===== config.mk =====
export PLATFORM = sky130hd
export DESIGN_NAME = can_fault_conf
export DESIGN_NICKNAME = d
export VERILOG_FILES = /design/src/rtl/can_fc_pkg.sv /design/src/rtl/can_fc_runs.sv /design/src/rtl/can_fc_dom_mon.sv /design/src/rtl/can_fc_counters.sv /design/src/rtl/can_fault_conf.sv
export SDC_FILE = /design/constraint.sdc
export NUM_CORES = 1
export LEC_CHECK = 0
export BUFFER_PORTS_ARGS = -buffer_cell sky130_fd_sc_hd__clkbuf_2
export CORE_MARGIN = 4
export CORE_UTILIZATION = 57
export DETAILED_ROUTE_END_ITERATION = 12
export HOLD_SLACK_MARGIN = 0.08
export PLACE_DENSITY = 0.83
export SYNTH_ARGS = -nofsm -noshare
export SYNTH_HDL_FRONTEND = slang
export SYNTH_SLANG_ARGS = --single-unit
export TNS_END_PERCENT = 50

===== constraint.sdc =====
create_clock -name clk -period 3.68 [get_ports clk]
set_input_delay 1.104 -clock clk [delete_from_list [all_inputs] [get_ports clk]]
set_output_delay 1.104 -clock clk [all_outputs]
set_load 0.02 [all_outputs]

===== src/rtl/can_fc_pkg.sv =====
// Shared types for the fault confinement unit.
// Assumes: state codes are visible at the top's ports and must not be reordered.
package can_fc_pkg;
    localparam int CNT_W = 8;
    localparam int TEC_W = CNT_W + 1;

    typedef enum logic [2:0] {
        FC_SYNC    = 3'd0,
        FC_ACTIVE  = 3'd1,
        FC_WARN    = 3'd2,
        FC_PASSIVE = 3'd3,
        FC_BUSOFF  = 3'd4
    } fc_state_e;

    typedef enum logic [1:0] {
        MD_SYNC = 2'd0,
        MD_RUN  = 2'd1,
        MD_BOFF = 2'd2
    } fc_mode_e;
endpackage


===== src/rtl/can_fc_runs.sv =====
// Recessive run detector: pulses done on the tick that completes RUN_LEN
// consecutive recessive bits, then starts a new run.
// Assumes: bit_tick is at most one cycle per bus bit.
module can_fc_runs #(
    parameter int RUN_LEN = 11
) (
    input  logic clk,
    input  logic rst_n,
    input  logic clr,
    input  logic bit_tick,
    input  logic bit_rec,
    output logic done
);
    localparam int W = $clog2(RUN_LEN + 1);

    logic [W-1:0] cnt;

    // completion of a run on this tick
    assign done = !clr && bit_tick && bit_rec && (cnt == W'(RUN_LEN - 1));

    // run length register
    always_ff @(posedge clk) begin
        if (!rst_n || clr)
            cnt <= '0;
        else if (bit_tick) begin
            if (!bit_rec || done)
                cnt <= '0;
            else
                cnt <= cnt + 1'b1;
        end
    end
endmodule


===== src/rtl/can_fc_dom_mon.sv =====
// Post-flag dominant bit monitor: raises inc8 on the ACT_THR-th (or PAS_THR-th
// after a passive flag) consecutive dominant bit and on every STEP-th after.
// Assumes: flag_window is high only in the bits following a flag.
module can_fc_dom_mon #(
    parameter int ACT_THR = 14,
    parameter int PAS_THR = 8,
    parameter int STEP    = 8
) (
    input  logic clk,
    input  logic rst_n,
    input  logic bit_tick,
    input  logic bit_rec,
    input  logic flag_window,
    input  logic flag_passive,
    output logic inc8
);
    localparam int W = $clog2(ACT_THR + 1);

    logic [W-1:0] run;
    logic [W-1:0] thr;
    logic [W-1:0] nxt;
    logic         dom;

    // threshold pick and penalty decode
    always_comb begin
        dom  = bit_tick && !bit_rec && flag_window;
        thr  = flag_passive ? W'(PAS_THR) : W'(ACT_THR);
        nxt  = run + 1'b1;
        inc8 = dom && (nxt >= thr);
    end

    // consecutive dominant count
    always_ff @(posedge clk) begin
        if (!rst_n || !flag_window)
            run <= '0;
        else if (bit_tick) begin
            if (bit_rec)
                run <= '0;
            else if (inc8)
                run <= thr - W'(STEP);
            else
                run <= nxt;
        end
    end
endmodule


===== src/rtl/can_fc_counters.sv =====
// Transmit and receive error counters with the exemption and freeze rules.
// Assumes: increments win over a success in the same cycle; hold freezes both.
module can_fc_counters
    import can_fc_pkg::*;
#(
    parameter int ERR_STEP = 8
) (
    input  logic             clk,
    input  logic             rst_n,
    input  logic             clr,
    input  logic             hold,
    input  logic             is_passive,
    input  logic             tx_role,
    input  logic             ev_rx_err,
    input  logic             ev_tx_err,
    input  logic             ex_arb_stuff,
    input  logic             ex_ack_quiet,
    input  logic             ev_flag_bit_err,
    input  logic             dom_inc8,
    input  logic             ev_rx_ok,
    input  logic             ev_tx_ok,
    output logic [TEC_W-1:0] tec,
    output logic [CNT_W-1:0] rec
);
    logic tx_up;
    logic rx_big;
    logic rx_req;

    // which counters are asked to rise this cycle
    always_comb begin
        tx_up  = (ev_tx_err && !ex_arb_stuff && !(ex_ack_quiet && is_passive))
               || (tx_role && (ev_flag_bit_err || dom_inc8));
        rx_big = !tx_role && (ev_flag_bit_err || dom_inc8);
        rx_req = rx_big || ev_rx_err;
    end

    // transmit counter
    always_ff @(posedge clk) begin
        if (!rst_n || clr)
            tec <= '0;
        else if (!hold) begin
            if (tx_up)
                tec <= tec + TEC_W'(ERR_STEP);
            else if (ev_tx_ok && tec != '0)
                tec <= tec - 1'b1;
        end
    end

    // receive counter, frozen upward once bit 7 is set
    always_ff @(posedge clk) begin
        if (!rst_n || clr)
            rec <= '0;
        else if (!hold) begin
            if (rx_req) begin
                if (!rec[CNT_W-1])
                    rec <= rec + (rx_big ? CNT_W'(ERR_STEP) : CNT_W'(1));
            end else if (ev_rx_ok && rec != '0)
                rec <= rec - 1'b1;
        end
    end
endmodule


===== src/rtl/can_fault_conf.sv =====
// Fault confinement top: runs the start-up and bus-off recovery sequencing,
// derives the error state from the counters and drives the output controls.
// Assumes: all ev_* inputs are single-cycle pulses from the protocol engine.
module can_fault_conf
    import can_fc_pkg::*;
#(
    parameter int RUN_LEN   = 11,
    parameter int BOFF_RUNS = 128,
    parameter int WARN_LVL  = 96,
    parameter int PASS_LVL  = 128,
    parameter int BOFF_LVL  = 256,
    parameter int ERR_STEP  = 8,
    parameter int ACT_DOM   = 14,
    parameter int PAS_DOM   = 8
) (
    input  logic       clk,
    input  logic       rst_n,
    input  logic       enable,
    input  logic       bit_tick,
    input  logic       bit_rec,
    input  logic       flag_window,
    input  logic       flag_passive,
    input  logic       tx_role,
    input  logic       ev_rx_err,
    input  logic       ev_tx_err,
    input  logic       ex_arb_stuff,
    input  logic       ex_ack_quiet,
    input  logic       ev_flag_bit_err,
    input  logic       ev_rx_ok,
    input  logic       ev_tx_ok,
    output logic [7:0] tec_o,
    output logic [7:0] rec_o,
    output logic [2:0] st_o,
    output logic       drv_en,
    output logic       flag_dom
);
    localparam int OCC_W = $clog2(BOFF_RUNS);

    fc_mode_e         mode;
    fc_state_e        st;
    logic [OCC_W-1:0] occ;
    logic [TEC_W-1:0] tec;
    logic [CNT_W-1:0] rec;
    logic             run_done;
    logic             run_clr;
    logic             dom_inc8;
    logic             boff_hit;
    logic             passive;
    logic             warn;
    logic             recover;
    logic             cnt_clr;
    logic             hold;

    // level decode and sequencing controls
    always_comb begin
        boff_hit = tec >= TEC_W'(BOFF_LVL);
        passive  = (tec >= TEC_W'(PASS_LVL)) || (rec >= CNT_W'(PASS_LVL));
        warn     = (tec >= TEC_W'(WARN_LVL)) || (rec >= CNT_W'(WARN_LVL));
        run_clr  = !enable || mode == MD_RUN;
        recover  = mode == MD_BOFF && run_done && occ == OCC_W'(BOFF_RUNS - 1);
        cnt_clr  = !enable || recover;
        hold     = mode != MD_RUN || boff_hit;
    end

    can_fc_runs #(.RUN_LEN(RUN_LEN)) i_runs (
        .clk(clk), .rst_n(rst_n), .clr(run_clr),
        .bit_tick(bit_tick), .bit_rec(bit_rec), .done(run_done)
    );

    can_fc_dom_mon #(.ACT_THR(ACT_DOM), .PAS_THR(PAS_DOM), .STEP(ERR_STEP)) i_dom (
        .clk(clk), .rst_n(rst_n), .bit_tick(bit_tick), .bit_rec(bit_rec),
        .flag_window(flag_window), .flag_passive(flag_passive), .inc8(dom_inc8)
    );

    can_fc_counters #(.ERR_STEP(ERR_STEP)) i_cnt (
        .clk(clk), .rst_n(rst_n), .clr(cnt_clr), .hold(hold),
        .is_passive(passive), .tx_role(tx_role),
        .ev_rx_err(ev_rx_err), .ev_tx_err(ev_tx_err),
        .ex_arb_stuff(ex_arb_stuff), .ex_ack_quiet(ex_ack_quiet),
        .ev_flag_bit_err(ev_flag_bit_err), .dom_inc8(dom_inc8),
        .ev_rx_ok(ev_rx_ok), .ev_tx_ok(ev_tx_ok), .tec(tec), .rec(rec)
    );

    // participation mode and recovery run count
    always_ff @(posedge clk) begin
        if (!rst_n || !enable) begin
            mode <= MD_SYNC;
            occ  <= '0;
        end else begin
            case (mode)
                MD_SYNC: if (run_done) mode <= MD_RUN;
                MD_RUN: begin
                    if (boff_hit) begin
                        mode <= MD_BOFF;
                        occ  <= '0;
                    end
                end
                MD_BOFF: begin
                    if (recover) begin
                        mode <= MD_RUN;
                        occ  <= '0;
                    end else if (run_done)
                        occ <= occ + 1'b1;
                end
                default: mode <= MD_SYNC;
            endcase
        end
    end

    // error state from mode and counter levels
    always_comb begin
        if (mode == MD_SYNC)                  st = FC_SYNC;
        else if (mode == MD_BOFF || boff_hit) st = FC_BUSOFF;
        else if (passive)                     st = FC_PASSIVE;
        else if (warn)                        st = FC_WARN;
        else                                  st = FC_ACTIVE;
    end

    // output mapping
    always_comb begin
        st_o     = st;
        tec_o    = boff_hit ? 8'hFF : tec[7:0];
        rec_o    = rec;
        drv_en   = st == FC_ACTIVE || st == FC_WARN || st == FC_PASSIVE;
        flag_dom = st == FC_ACTIVE || st == FC_WARN;
    end
endmodule


# Word level (Yosys, flattened, before mapping)
# Index checks and enable logic that the tools add are counted.
# totals
out_inout_bits	21
ff_bits	34
input_bits	15
# op_classes
magnitude_cmp	6
n_bitwise	1
n_reduce_logical	50
add_sub_neg	8
mux	23
eq_ne	13
# op_table
operator	n
8-bit 2-to-1 mux	4
7-bit 2-to-1 mux	3
9-bit 2-to-1 mux	2
1-bit logical OR	16
4-bit 2-to-1 mux	4
1-bit logical AND	15
7-bit case mux with 2 select lines	1
2-bit 2-to-1 mux	5
9-bit by 4-bit adder with 9-bit output, second input constant	1
9-bit by 7-bit >= comparator with 1-bit output, second input constant	1
9-bit by 8-bit >= comparator with 1-bit output, second input constant	1
9-bit >= comparator, second input constant	1
3-bit 2-to-1 mux	3
3-bit AND reduction	3
9-bit nonzero test	1
9-bit by 1-bit subtractor with 9-bit output, second input constant	1
4-bit by 1-bit adder with 4-bit output, second input constant	2
8-bit adder	1
8-bit by 7-bit >= comparator with 1-bit output, second input constant	1
8-bit >= comparator, second input constant	1
1-bit zero test	8
8-bit nonzero test	1
8-bit by 1-bit subtractor with 8-bit output, second input constant	1
7-bit by 1-bit adder with 7-bit output, second input constant	1
16 further kinds	23

# Longest topological paths before layout
# Gate-level depths: netlist (run 1).
# logic_depth
ltp_word	10
mapped_depth	15
depth_no_buf	15

# By module
# From an unflattened synthesis (run 1), not the netlist that was laid out.
# unflattened
hier_cells	299
hier_area_um2	2462.4
# by_module_without_submodules
mod	area_per_inst_um2	cells_per_inst	n_inst
can_fc_counters	1321.3	163	1
can_fault_conf	600.6	73	1
can_fc_dom_mon	292.8	34	1
can_fc_runs	247.7	29	1

# Worst setup path before layout (run 1)
# Ideal clock, no wire load.
# synth_path
path_type	input -> register
startpoint	input port flag_passive
endpoint	register i_cnt.rec[6]
setup_slack_ns	0.224
arrival_time_ns	3.328
cell_stages	14
setup_ns	0.128
required_ns	3.552
path_cell_list	inv_1 ha_1 a21bo_2 a21oi_2 nor3_1 o21ai_0 inv_1 ha_1 a31oi_1 nor2_1 xnor2_1 nor3_1 a31oi_1 o22ai_1
# synth_via
elab_chain_len	9
word_cells_on_any_way	13
# synth_lines
item	line	text
start: declaration	can_fault_conf.sv:22	input logic flag_passive,
3-bit 2-to-1 mux (*)	can_fc_dom_mon.sv:27	thr = flag_passive ? W'(PAS_THR) : W'(ACT_THR);
4-bit >= comparator (*)	can_fc_dom_mon.sv:29	inc8 = dom && (nxt >= thr);
1-bit logical AND (*)	can_fc_dom_mon.sv:29	
1-bit logical OR (*)	can_fc_counters.sv:33	rx_big = !tx_role && (ev_flag_bit_err || dom_inc8);
1-bit logical AND (*)	can_fc_counters.sv:33	
4-bit 2-to-1 mux	can_fc_counters.sv:56	rec <= rec + (rx_big ? CNT_W'(ERR_STEP) : CNT_W'(1));
8-bit adder	can_fc_counters.sv:56	
8-bit 2-to-1 mux	can_fc_counters.sv:55	if (!rec[CNT_W-1])
8-bit 2-to-1 mux	can_fc_counters.sv:54	if (rx_req) begin
end signal: assignment	can_fc_counters.sv:56	
end signal: assignment	can_fc_counters.sv:58	rec <= rec - 1'b1;
end: declaration	can_fc_counters.sv:23	output logic [CNT_W-1:0] rec
# Mark *: on every way between the ends. The rest lies on a longest branch, timed or not. The select of a mux whose other input is x is not followed.
# A chain may end at the register's enable or synchronous reset.

# Final worst setup path (run 1)
# Same ends and word-level chain as after synthesis.

==> metrics.csv, run 1 <==
stage;metric;value;unit
outcome;status;complete, no violations;
worst_setup_path;crit-reg2reg-capture;i_cnt.rec[6];
drt;drc;0;
final_layout;fin_nets;368;
clock_network;worst_setup_hold_path_clk_slew;0.07;ns
worst_setup_path;crit_buf_inv;3;
worst_setup_path;path_cells;clkbuf_2, inv_1, ha_1, a21bo_2, a21oi_2, nor3_2, o21ai_0, inv_1, ha_1, a31oi_1, nor2_1, xnor2_1, nor3_1, a31oi_1, o22ai_1;
drt;detailedRoute.firstPassIterationCount;4;
power_and_ir_drop;clock_power_share;50.0;%
timing;maxClockFrequency;298;MHz
placed_design;dp.final_hpwl;3960;um
power_and_ir_drop;irDropWorstVdd;0.000234;V
clock_network;htreeDepth;2;
logic_synthesis;yosysSeqAreaShare;28.6;%
floorplanning;initial_core_util;59.1;%
drt;detail_route.iter0.violations;219;
timing;hold_viol_final;0;
grt;grt_max_degree;17;
logic_synthesis;mean_post_synth_cell_area;7.89;um2
worst_setup_path;crit_path_class;in2reg;
clock_network;numCtsBuffers;5;
power_and_ir_drop;power.combinational.fraction;7.1;%
grt;met3_usage;4.96;%
grt;initial_antenna_violation_count;0;
worst_setup_path;critical_path.top_delay_family;compound AO/OA/AOI/OAI gates;
power_and_ir_drop;total_power;864;uW
logic_synthesis;number_of_nets_in_the_synthesized_netlist;332;
worst_setup_path;cpPeakStageDelay;0.32;ns
clock_network;clk_path_buf_depth;2;
hold_path;critical_hold_path_startpoint;occ[5];
logic_synthesis;yosysTopAreaCell;sky130_fd_sc_hd__dfxtp_1;
logic_synthesis;synthArstFlopShare;0;%
logic_synthesis;synth_cell_type_count;56;
clock_network;count_of_clock_tree_sinks;34;
placed_design;pre_cts_ws;-0.0496;ns
final_layout;finalInstanceArea;2760;um2
power_and_ir_drop;power.share.switching;20.8;%
power_and_ir_drop;powerDensity;313;nW/um2
hold_path;hold_path_depth;2;
worst_setup_path;worst_path_slowest_cell;sky130_fd_sc_hd__ha_1;
hold_path;holdPathEnd;occ[5];
timing;slew-limit-headroom;59.0;%
clock_network;postCtsHoldBufs;0;
grt;grt_pass1_vias;2174;
logic_synthesis;netlist_instances;302;
drt;wl_per_cell;14.2;um
final_layout;num_antenna_cells;0;
final_layout;area_growth_from_synthesis_to_layout;15.8;%
hold_path;holdCritPathClass;reg2reg;
placed_design;gp_routability_congestion;0.899;
worst_setup_path;worst_r2r_startpoint;i_dom.run[0];
timing;rsz0062_at_grt;false;
grt;gr-max-usage-layer;met2;
logic_synthesis;synth_top_cell_area_share;28.6;%
worst_setup_path;cp_num_cells;15;
clock_network;tritoncts;yes;
drt;vias_per_cell;5.89;
floorplanning;die_height;72.7;um
power_and_ir_drop;static-leakage-power;0.00123;uW
power_and_ir_drop;share_seq_of_total_power;42.9;%
timing;clock_skew;0.00584;ns
final_layout;post-route-util;68.4;%
timing;worst_slew_pin_slew;0.610;ns
worst_setup_path;worst-path-max-fanout;4;
grt;overflow;0;
drt;postRouteAntennaNets;0;
logic_synthesis;synth.area.top_cells;sky130_fd_sc_hd__dfxtp_1 29%, sky130_fd_sc_hd__ha_1 7.9%, sky130_fd_sc_hd__nor2_1 4.7%;
logic_synthesis;postSynthRegisterBits;34;
logic_synthesis;post_synth_instance_area;2380;um2
floorplanning;fp.dieW;72.7;um
floorplanning;fp.dieArea;5280;um2
logic_synthesis;ys.flop_type;sky130_fd_sc_hd__dfxtp_1;
floorplanning;io_pins;36;
final_layout;post_route_cells_drive_above_1_share;20.6;%
grt;global_route.usage.total;22.8;%
logic_synthesis;yosysWarningCount;0;
timing;crit_path_time_final;3.36;ns
clock_network;clkLatencyLatePin;0.29;ns
power_and_ir_drop;internal_power_consumption;684;uW
floorplanning;fp.coreArea;4030;um2
worst_setup_path;req_time_crit_path;3.89;ns
timing;finalSetupViolCount;0;
grt;use_met2;37.0;%
worst_setup_path;timing.critical_path.to_type;flip-flop;
clock_network;clk_root_buffer_cell;sky130_fd_sc_hd__clkbuf_8;
worst_setup_path;start_kind;input pin;
timing;report.final.slew_viol_count;0;
drt;detail_route.wirelength;5530;um
grt;gr-usage-met1;30.3;%
grt;wire_length_of_the_first_global_routing_pass;9760;um
power_and_ir_drop;power_switching;180;uW
floorplanning;num_rows;23;
logic_synthesis;synth_enable_flop_cells;0;
timing;final_total_negative_setup_slack;0;ns
drt;route.vias.total;2292;
timing;fin_crit_sh;91.3;%
worst_setup_path;cp_data_arrival_time;3.58;ns
worst_setup_path;reg2reg_slack;0.56;ns
timing;postLayoutSetupSlackWorst;0.319;ns
clock_network;cts_resized;0;
job;max_cap_viol_count;0;
placed_design;placed_area;2610;um2
clock_network;post-cts-setup-buffers;0;
placed_design;port-buffer-count;35;
worst_setup_path;ff2ff_path_depth;15;
## metal layers
metal / part of all wire (%) / up-vias
met5: 0 / -
met4: 1.7 / 0
met3: 6.1 / 12
met2: 47 / 74
met1: 45 / 1051
li1: - / 1155
## cell usage in the layout, fill, tap and decap left out, types with 3 or more instances in the layout
cell | synthesis | final
sky130_fd_sc_hd__or3_1 | 5 | 5
sky130_fd_sc_hd__nand4_1 | 3 | 3
sky130_fd_sc_hd__o31ai_1 | 3 | 3
sky130_fd_sc_hd__xnor2_1 | 7 | 7
sky130_fd_sc_hd__clkbuf_2 | 1 | 35
sky130_fd_sc_hd__xor2_1 | 7 | 7
sky130_fd_sc_hd__or2_2 | 11 | 11
sky130_fd_sc_hd__inv_1 | 19 | 19
sky130_fd_sc_hd__nand3b_1 | 4 | 4
sky130_fd_sc_hd__nand3_1 | 14 | 14
sky130_fd_sc_hd__nor2_1 | 30 | 30
sky130_fd_sc_hd__nor2b_1 | 5 | 5
sky130_fd_sc_hd__o211ai_1 | 3 | 3
sky130_fd_sc_hd__nor3_1 | 10 | 9
sky130_fd_sc_hd__a21oi_1 | 16 | 16
sky130_fd_sc_hd__nand2_1 | 26 | 26
sky130_fd_sc_hd__dfxtp_1 | 34 | 34
sky130_fd_sc_hd__o21ai_0 | 9 | 9
sky130_fd_sc_hd__mux2i_1 | 7 | 7
sky130_fd_sc_hd__nand2b_1 | 3 | 3
sky130_fd_sc_hd__o21bai_1 | 4 | 4
sky130_fd_sc_hd__o211a_1 | 3 | 3
sky130_fd_sc_hd__and2_1 | 5 | 5
sky130_fd_sc_hd__and3_1 | 6 | 6
sky130_fd_sc_hd__nor4_1 | 6 | 6
sky130_fd_sc_hd__ha_1 | 15 | 15
sky130_fd_sc_hd__a31oi_1 | 3 | 3
sky130_fd_sc_hd__clkbuf_8 | 0 | 6
sky130_fd_sc_hd__buf_4 | 0 | 6
## final cells by class
| type | count | area, um2 |
|---|---|---|
| Clock buffer | 6 | 82.6 |
| Clock inverter | 2 | 60.1 |
| Fill cell | 342 | 1270 |
| Inverter | 19 | 71.3 |
| Multi-Input combinational cell | 237 | 1580 |
| Sequential cell | 34 | 681 |
| Tap cell | 50 | 62.6 |
| Timing Repair Buffer | 41 | 220 |
## flip-flops by register name, summed over array words and instances, names as in the netlist
| name | flops |
|---|---|
| i_cnt.rec | 8 |
| mode | 2 |
| i_dom.run | 4 |
| i_runs.cnt | 4 |
| i_cnt.tec | 9 |
| occ | 7 |
## worst max path at each step
stage | startpoint | end | slack [ns]
floorplan | flag_passive | i_cnt.rec[6] | 0.22
CTS | flag_passive | i_cnt.rec[6] | 0.25
finish | flag_passive | i_cnt.rec[6] | 0.32
global placement | flag_passive | i_cnt.rec[6] | 0.11
detailed placement | flag_passive | i_cnt.rec[6] | -0.05
global route | flag_passive | i_cnt.rec[6] | 0.01
## power by group through the flow
stage          Combinational (uW)  Clock, uW  Sequential [uW]
2_1_floorplan                38.8          0              379
3_3_place_gp                 58.9          0              379
3_5_place_dp                 60.1          0              379
4_1_cts                      60.8        443              370
5_1_grt                      67.5        455              371
6_report                     61.1        432              371
## through the flow
stage,hold WS (ns),cells
2_1_floorplan,0.472,302
3_3_place_gp,0.497,381
3_5_place_dp,0.493,381
4_1_cts,0.516,389
5_1_grt,0.545,389
6_report,0.511,389
## kinds of logic (layout without fill, tap and decap cells)
| kind of cell | after synthesis | count (layout) | synth area share (%) |
|---|---|---|---|
| muxes | 9 | 9 | 3.89 |
| DFF | 34 | 34 | 28.6 |
| buffers and inverters | 31 | 68 | 5.30 |
| AOI/OAI and AO/OA | 64 | 64 | 19.6 |
| xor gates and xnor gates | 15 | 15 | 5.83 |
| and+or+nand+nor | 134 | 134 | 28.9 |
| adders and majority gates | 15 | 15 | 7.88 |
## worst min-delay path: cells and delay by family (launching register included)
| family | cells | cell delay, ns |
|---|---|---|
| xor+xnor | 1 | 0.07 |
| flops | 1 | 0.34 |
| simple gates | 1 | 0.07 |
## cells in the mapped netlist, drive strengths merged, types with 7 or more instances
| cell | instances |
|---|---|
| nand2 | 26 |
| a21oi | 17 |
| mux2i | 7 |
| nor3 | 10 |
| nor2 | 30 |
| xnor2 | 7 |
| xor2 | 8 |
| dfxtp | 34 |
| nand3 | 15 |
| ha | 15 |
| o21ai | 10 |
| clkbuf | 10 |
| or2 | 11 |
| inv | 19 |
(Power assumes the default switching activity.)
==> run 2, diff against run 1 <==
--- a/config.mk
+++ b/config.mk
@@ -5,10 +5,10 @@
 export SDC_FILE = /design/constraint.sdc
 export NUM_CORES = 1
 export LEC_CHECK = 0
-export BUFFER_PORTS_ARGS = -buffer_cell sky130_fd_sc_hd__clkbuf_2
 export CORE_MARGIN = 4
-export CORE_UTILIZATION = 57
+export CORE_UTILIZATION = 64
 export DETAILED_ROUTE_END_ITERATION = 12
+export DONT_BUFFER_PORTS = 1
 export HOLD_SLACK_MARGIN = 0.08
 export PLACE_DENSITY = 0.83
 export SYNTH_ARGS = -nofsm -noshare
==> run 2 against run 1 <==
Compared with the run above: utilization is 4.0 points higher; cell area is 8.8% lower; critical path type unchanged; total power is 19% lower; clock power is 34% lower; clock skew hardly changed; sequential share of layout area is 2.4 points higher; first-iteration DRC count is 27% lower; sequential cell count stayed put; setup slack better by 0.041 ns; routed wire length is 2.0% lower; critical endpoint unchanged.
==> metrics.csv, run 2 (synthesis gave the netlist of run 1 again) <==
stage;metric;value;unit
drt;route.vias.total;2150;
final_layout;sequential_cell_area;681;um2
floorplanning;die_height;69.0;um
final_layout;num_antenna_cells;0;
grt;initial_antenna_violation_count;0;
worst_setup_path;timing.critical_path.to_type;flip-flop;
timing;rsz0062_at_grt;false;
clock_network;count_of_clock_tree_sinks;34;
timing;final_total_negative_setup_slack;0;ns
clock_network;cts_resized;0;
grt;wire_length_of_the_first_global_routing_pass;9230;um
drt;detailedRoute.firstPassIterationCount;4;
floorplanning;fp.coreArea;3470;um2
clock_network;htreeDepth;2;
final_layout;multiInputGateArea;1580;um2
worst_setup_path;cpPeakStageDelay;0.36;ns
clock_network;tritoncts;yes;
worst_setup_path;crit_path_class;in2reg;
outcome;status;complete, no violations;
placed_design;pre_cts_ws;0.0926;ns
drt;detail_route.iter0.violations;160;
job;max_cap_viol_count;0;
power_and_ir_drop;share_seq_of_total_power;52.7;%
drt;drc;0;
power_and_ir_drop;power_switching;163;uW
final_layout;largest_reg_by_ff_count;i_cnt.tec;
floorplanning;io_pins;36;
floorplanning;initial_core_util;68.7;%
timing;finalSetupViolCount;0;
power_and_ir_drop;internal_power_consumption;540;uW
floorplanning;fp.dieW;69.0;um
grt;gr-max-usage-layer;met2;
final_layout;final_common_cell;sky130_fd_sc_hd__dfxtp_1;
final_layout;area_growth_from_synthesis_to_layout;5.51;%
worst_setup_path;start_kind;input pin;
power_and_ir_drop;irDropWorstVdd;0.000299;V
clock_network;post-cts-setup-buffers;0;
drt;wl_per_cell;15.5;um
grt;use_met2;36.4;%
timing;fin_crit_sh;90.2;%
final_layout;post_route_cells_drive_above_1_share;10.6;%
grt;grt_max_degree;17;
floorplanning;num_rows;21;
timing;hold_viol_final;0;
worst_setup_path;path_cells;inv_1, ha_1, a21bo_2, a21oi_2, nor3_1, o21ai_0, inv_1, ha_1, a31oi_1, nor2_1, xnor2_1, nor3_1, a31oi_1, o22ai_1;
power_and_ir_drop;power.share.switching;23.2;%
timing;clock_skew;0.00578;ns
worst_setup_path;worst-path-max-fanout;4;
timing;postLayoutSetupSlackWorst;0.360;ns
worst_setup_path;cp_data_arrival_time;3.49;ns
power_and_ir_drop;static-leakage-power;0.00104;uW
placed_design;port-buffer-count;0;
clock_network;clk_root_buffer_cell;sky130_fd_sc_hd__clkbuf_8;
grt;met3_usage;5.67;%
final_layout;reg_top3;i_cnt.tec (9), i_cnt.rec (8), occ (7);
grt;grt_pass1_vias;2004;
final_layout;fillCellCount;299;
placed_design;dp.final_hpwl;4000;um
worst_setup_path;critical_path.top_delay_family;compound AO/OA/AOI/OAI gates;
timing;crit_path_time_final;3.32;ns
floorplanning;fp.dieArea;4760;um2
final_layout;final_cell_mix;34 x sky130_fd_sc_hd__dfxtp_1, 30 x sky130_fd_sc_hd__nor2_1, 26 x sky130_fd_sc_hd__nand2_1;
power_and_ir_drop;power.combinational.fraction;6.9;%
timing;worst_slew_pin_slew;0.690;ns
worst_setup_path;crit_buf_inv;2;
worst_setup_path;req_time_crit_path;3.85;ns
final_layout;largest_register_ff_count;9;
clock_network;clkLatencyLatePin;0.28;ns
worst_setup_path;worst_path_slowest_cell;sky130_fd_sc_hd__o21ai_0;
grt;global_route.usage.total;22.8;%
drt;detail_route.wirelength;5420;um
timing;maxClockFrequency;301;MHz
final_layout;fin_nets;332;
power_and_ir_drop;powerDensity;280;nW/um2
clock_network;clk_path_buf_depth;2;
drt;vias_per_cell;6.16;
clock_network;worst_setup_hold_path_clk_slew;0.07;ns
timing;slew-limit-headroom;53.9;%
clock_network;postCtsHoldBufs;0;
placed_design;gp_routability_congestion;0.907;
power_and_ir_drop;clock_power_share;40.4;%
drt;postRouteAntennaNets;0;
grt;overflow;0;
hold_path;holdCritPathClass;reg2reg;
grt;gr-usage-met1;30.5;%
clock_network;numCtsBuffers;5;
timing;report.final.slew_viol_count;0;
run 2: cell types whose count changed in the layout (fill, tap and decap cells not counted), sizes merged:
cell    delta
buf        -1
bufinv     -2
clkbuf    -34
clkinv     +1
run 2: area by class of cell:
cell class	count	area share, %
Clock buffer	7	3.43
Clock inverter	1	0.199
Inverter	19	2.84
Multi-Input combinational cell	237	62.7
Sequential cell	34	27.1
Tap cell	46	2.29
Timing Repair Buffer	5	1.49
run 2: stage by stage:
step                power (uW)  util (%)  hold slack, ns  cell area, um2  cells
finish                     703      72.5           0.524            2510    349
global route               731      72.5           0.547            2510    349
CTS                        706      72.5           0.524            2510    349
detailed placement         427      69.8           0.498            2420    341
global placement           426      69.8           0.489            2420    341
floorplan                  417         -           0.472            2380    302
run 2: worst reg2reg max path, cell delays in order, from the launching register on:
cell and delay (ns):
sky130_fd_sc_hd__dfxtp_1 0.43, sky130_fd_sc_hd__ha_1 0.27, sky130_fd_sc_hd__inv_1 0.09, sky130_fd_sc_hd__ha_1 0.23, sky130_fd_sc_hd__a21bo_2 0.22, sky130_fd_sc_hd__a21oi_2 0.15
sky130_fd_sc_hd__nor3_1 0.10, sky130_fd_sc_hd__o21ai_0 0.36, sky130_fd_sc_hd__inv_1 0.09, sky130_fd_sc_hd__ha_1 0.33, sky130_fd_sc_hd__a31oi_1 0.29, sky130_fd_sc_hd__nor2_1 0.10
sky130_fd_sc_hd__xnor2_1 0.15, sky130_fd_sc_hd__nor3_1 0.06, sky130_fd_sc_hd__a31oi_1 0.17, sky130_fd_sc_hd__o22ai_1 0.09
run 2: power groups by stage:
stage	Combinational, uW	Clock (uW)	Sequential, uW
2_1_floorplan	38.8	0	379
3_3_place_gp	47.2	0	379
3_5_place_dp	48.1	0	379
4_1_cts	48.5	287	371
5_1_grt	53.6	307	370
6_report	48.5	284	371
run 2: layer usage:
layer / routed length [um] / share of wire [%]
met5: 0 / 0
met4: 73 / 1.3
met3: 323 / 6.0
met2: 2570 / 47
met1: 2450 / 45
run 2: final timing paths:
check | endpoint | startpoint | cells after the start | slack (ns)
setup / recovery | i_cnt.rec[6] | flag_passive | 14 | 0.36
hold / removal | occ[5] | occ[5] | 2 | 0.52
setup reg to reg | i_cnt.rec[6] | i_dom.run[0] | 15 | 0.46
hold reg to reg | occ[5] | occ[5] | 2 | 0.52
==> run 3, diff against run 2 <==
--- a/config.mk
+++ b/config.mk
@@ -6,11 +6,11 @@
 export NUM_CORES = 1
 export LEC_CHECK = 0
 export CORE_MARGIN = 4
-export CORE_UTILIZATION = 64
+export CORE_UTILIZATION = 57
 export DETAILED_ROUTE_END_ITERATION = 12
 export DONT_BUFFER_PORTS = 1
 export HOLD_SLACK_MARGIN = 0.08
-export PLACE_DENSITY = 0.83
+export PLACE_DENSITY = 0.78
 export SYNTH_ARGS = -nofsm -noshare
 export SYNTH_HDL_FRONTEND = slang
 export SYNTH_SLANG_ARGS = --single-unit
==> constraint.sdc (replaced) <==
create_clock -name clk -period 2.7 [get_ports clk]
set_input_delay 0.81 -clock clk [delete_from_list [all_inputs] [get_ports clk]]
set_output_delay 0.81 -clock clk [all_outputs]
set_load 0.02 [all_outputs]
==> run 3 against run 2 <==
Compared with the run above: the flow now finishes with violations (setup timing); cell area grew 13%; sequential share of layout area shrank 2.9 points; register-to-register slack lost 0.46 ns; global-route usage grew 0.40 points; clock-buffer cell count shrank 1; critical path depth grew 1; sequential cell count is the same; largest cell class unchanged.
==> metrics.csv, run 3 (synthesis gave the netlist of run 1 again) <==
stage;metric;value;unit
final_layout;post-route-util;70.2;%
floorplanning;fp.coreArea;4030;um2
floorplanning;fp.dieW;72.7;um
floorplanning;io_pins;36;
clock_network;clkLatencyLatePin;0.28;ns
grt;initial_antenna_violation_count;0;
outcome;violated_checks;setup timing;
power_and_ir_drop;static-leakage-power;0.00118;uW
grt;grt_pass1_vias;2126;
grt;overflow;0;
timing;maxClockFrequency;370;MHz
hold_path;hold_path_depth;2;
final_layout;num_antenna_cells;0;
placed_design;dp.final_hpwl;4310;um
floorplanning;initial_core_util;59.1;%
worst_setup_path;start_kind;flip-flop;
final_layout;fillCellCount;333;
grt;grt_max_degree;15;
worst_setup_path;crit_path_class;reg2reg;
floorplanning;die_height;72.7;um
final_layout;final_common_cell;sky130_fd_sc_hd__dfxtp_1;
worst_setup_path;reg2reg_slack;-0.0001;ns
drt;detailedRoute.firstPassIterationCount;4;
timing;rsz0062_at_grt;true;
clock_network;count_of_clock_tree_sinks;34;
grt;wire_length_of_the_first_global_routing_pass;9720;um
hold_path;holdPathEnd;occ[1];
worst_setup_path;timing.critical_path.to_type;flip-flop;
timing;clock_skew;0.00466;ns
worst_setup_path;cp_data_arrival_time;2.86;ns
clock_network;clk_path_buf_depth;2;
worst_setup_path;crit-reg2reg-capture;i_cnt.rec[6];
clock_network;clk_root_buffer_cell;sky130_fd_sc_hd__clkbuf_8;
drt;postRouteAntennaNets;0;
timing;report.final.slew_viol_count;0;
outcome;status;finished, violations left;
worst_setup_path;worst-path-max-fanout;3;
final_layout;largest_reg_by_ff_count;i_cnt.tec;
final_layout;reg_top3;i_cnt.tec (9), i_cnt.rec (8), occ (7);
timing;postLayoutSetupSlackWorst;-0.000114;ns
timing;finalHoldWorstSlack;0.512;ns
hold_path;critical_hold_path_startpoint;occ[1];
clock_network;tritoncts;yes;
placed_design;port-buffer-count;0;
floorplanning;fp.dieArea;5280;um2
job;max_cap_viol_count;0;
drt;detail_route.wirelength;5790;um
worst_setup_path;req_time_crit_path;2.86;ns
power_and_ir_drop;irDropWorstVdd;0.000283;V
timing;fin_crit_sh;100;%
timing;finalSetupViolCount;1;
drt;route.vias.total;2249;
drt;drc;0;
power_and_ir_drop;powerDensity;341;nW/um2
drt;vias_per_cell;6.00;
final_layout;largest_register_ff_count;9;
hold_path;holdCritPathClass;reg2reg;
floorplanning;num_rows;23;
timing;crit_path_time_final;2.70;ns
final_layout;area_growth_from_synthesis_to_layout;18.7;%
final_layout;multiInputGateArea;1690;um2
clock_network;htreeDepth;2;
clock_network;worst_setup_hold_path_clk_slew;0.06;ns
drt;wl_per_cell;15.5;um
final_layout;sequential_cell_area;683;um2
placed_design;gp_routability_congestion;0.847;
timing;hold_viol_final;0;
final_layout;fin_nets;356;
final_layout;post_route_cells_drive_above_1_share;22.2;%
final_layout;final_cell_mix;32 x sky130_fd_sc_hd__dfxtp_1, 29 x sky130_fd_sc_hd__nor2_1, 28 x sky130_fd_sc_hd__buf_4;
worst_setup_path;ff2ff_path_depth;15;
grt;global_route.usage.total;23.2;%
timing;worst_slew_pin_slew;0.634;ns
drt;detail_route.iter0.violations;100;
worst_setup_path;worst_r2r_startpoint;i_dom.run[1];
clock_network;numCtsBuffers;5;
timing;slew-limit-headroom;57.3;%
==> run 3: cell count changes in the layout (fill, tap and decap cells not counted), sizes merged <==
cell,change
clkinv,-1
clkbuf,-1
buf,+24
==> run 3: how the worst max path moves through the flow <==
stage                    to         start  depth (start not counted)
6_report       i_cnt.rec[6]  i_dom.run[1]                         15
3_5_place_dp   i_cnt.rec[5]  flag_passive                         14
2_1_floorplan  i_cnt.rec[6]  flag_passive                         14
5_1_grt        i_cnt.rec[6]  i_dom.run[1]                         15
3_3_place_gp   i_cnt.rec[5]  flag_passive                         14
4_1_cts        i_cnt.rec[5]  i_dom.run[0]                         15
==> run 3: area by class of cell <==
cell class,instances,share of cell area [%]
tap,50,2.21
timing repair buffer,29,8.14
sequential,34,24.1
multi-input combinational,237,59.7
clock buffer,6,2.92
inverter,19,2.87
==> run 3: report_power, final <==
group | internal (uW) | total [uW] | switching, uW
registers | 503 | 505 | 1.96
clock network | 197 | 369 | 173
logic | 43.8 | 89.9 | 46.1
total | 744 | 965 | 221
==> run 3: critical path, stage by stage (launching register included) <==
cell and delay, ns:
sky130_fd_sc_hd__dfxtp_2 0.34, sky130_fd_sc_hd__ha_4 0.27, sky130_fd_sc_hd__inv_4 0.03, sky130_fd_sc_hd__ha_4 0.22, sky130_fd_sc_hd__a21bo_4 0.21, sky130_fd_sc_hd__a21oi_4 0.17, sky130_fd_sc_hd__nor3_4 0.05, sky130_fd_sc_hd__o21ai_2 0.17
sky130_fd_sc_hd__inv_2 0.06, sky130_fd_sc_hd__ha_4 0.26, sky130_fd_sc_hd__a31oi_4 0.23, sky130_fd_sc_hd__nor2_2 0.05, sky130_fd_sc_hd__xnor2_1 0.20, sky130_fd_sc_hd__nor3_1 0.08, sky130_fd_sc_hd__a31oi_1 0.14, sky130_fd_sc_hd__o22ai_1 0.09
==> run 3: what timing repair did <==
item / 4_1_cts / 5_1_grt
setup endpoints to repair: 3 / 8
hold buffers: 0 / 0
pin swaps: 0 / 6
resized for setup: 1 / 10
buffers inserted: 0 / 3
==> run 3: metal layers <==
| layer | vias to the layer above | global-route usage (%) | wire [um] |
|---|---|---|---|
| li1 | 1120 | - | - |
| met1 | 1050 | 30.3 | 2540 |
| met2 | 71 | 37.5 | 2800 |
| met3 | 8 | 5.79 | 378 |
| met4 | 0 | 7.58 | 74 |
| met5 | - | 0 | 0 |
==> run 3: through the flow <==
stage               setup WS [ns]  cell area [um2]  total power [uW]  setup TNS (ns)  instances
floorplan                  -0.121             2470               577          -0.310        302
global placement           -0.104             2690               601          -0.280        366
detailed placement         -0.135             2690               602          -0.485        366
CTS                       0.00789             2770               972               0        372
global route               -0.119             2830              1010          -0.148        375
finish                  -0.000114             2830               965       -0.000114        375
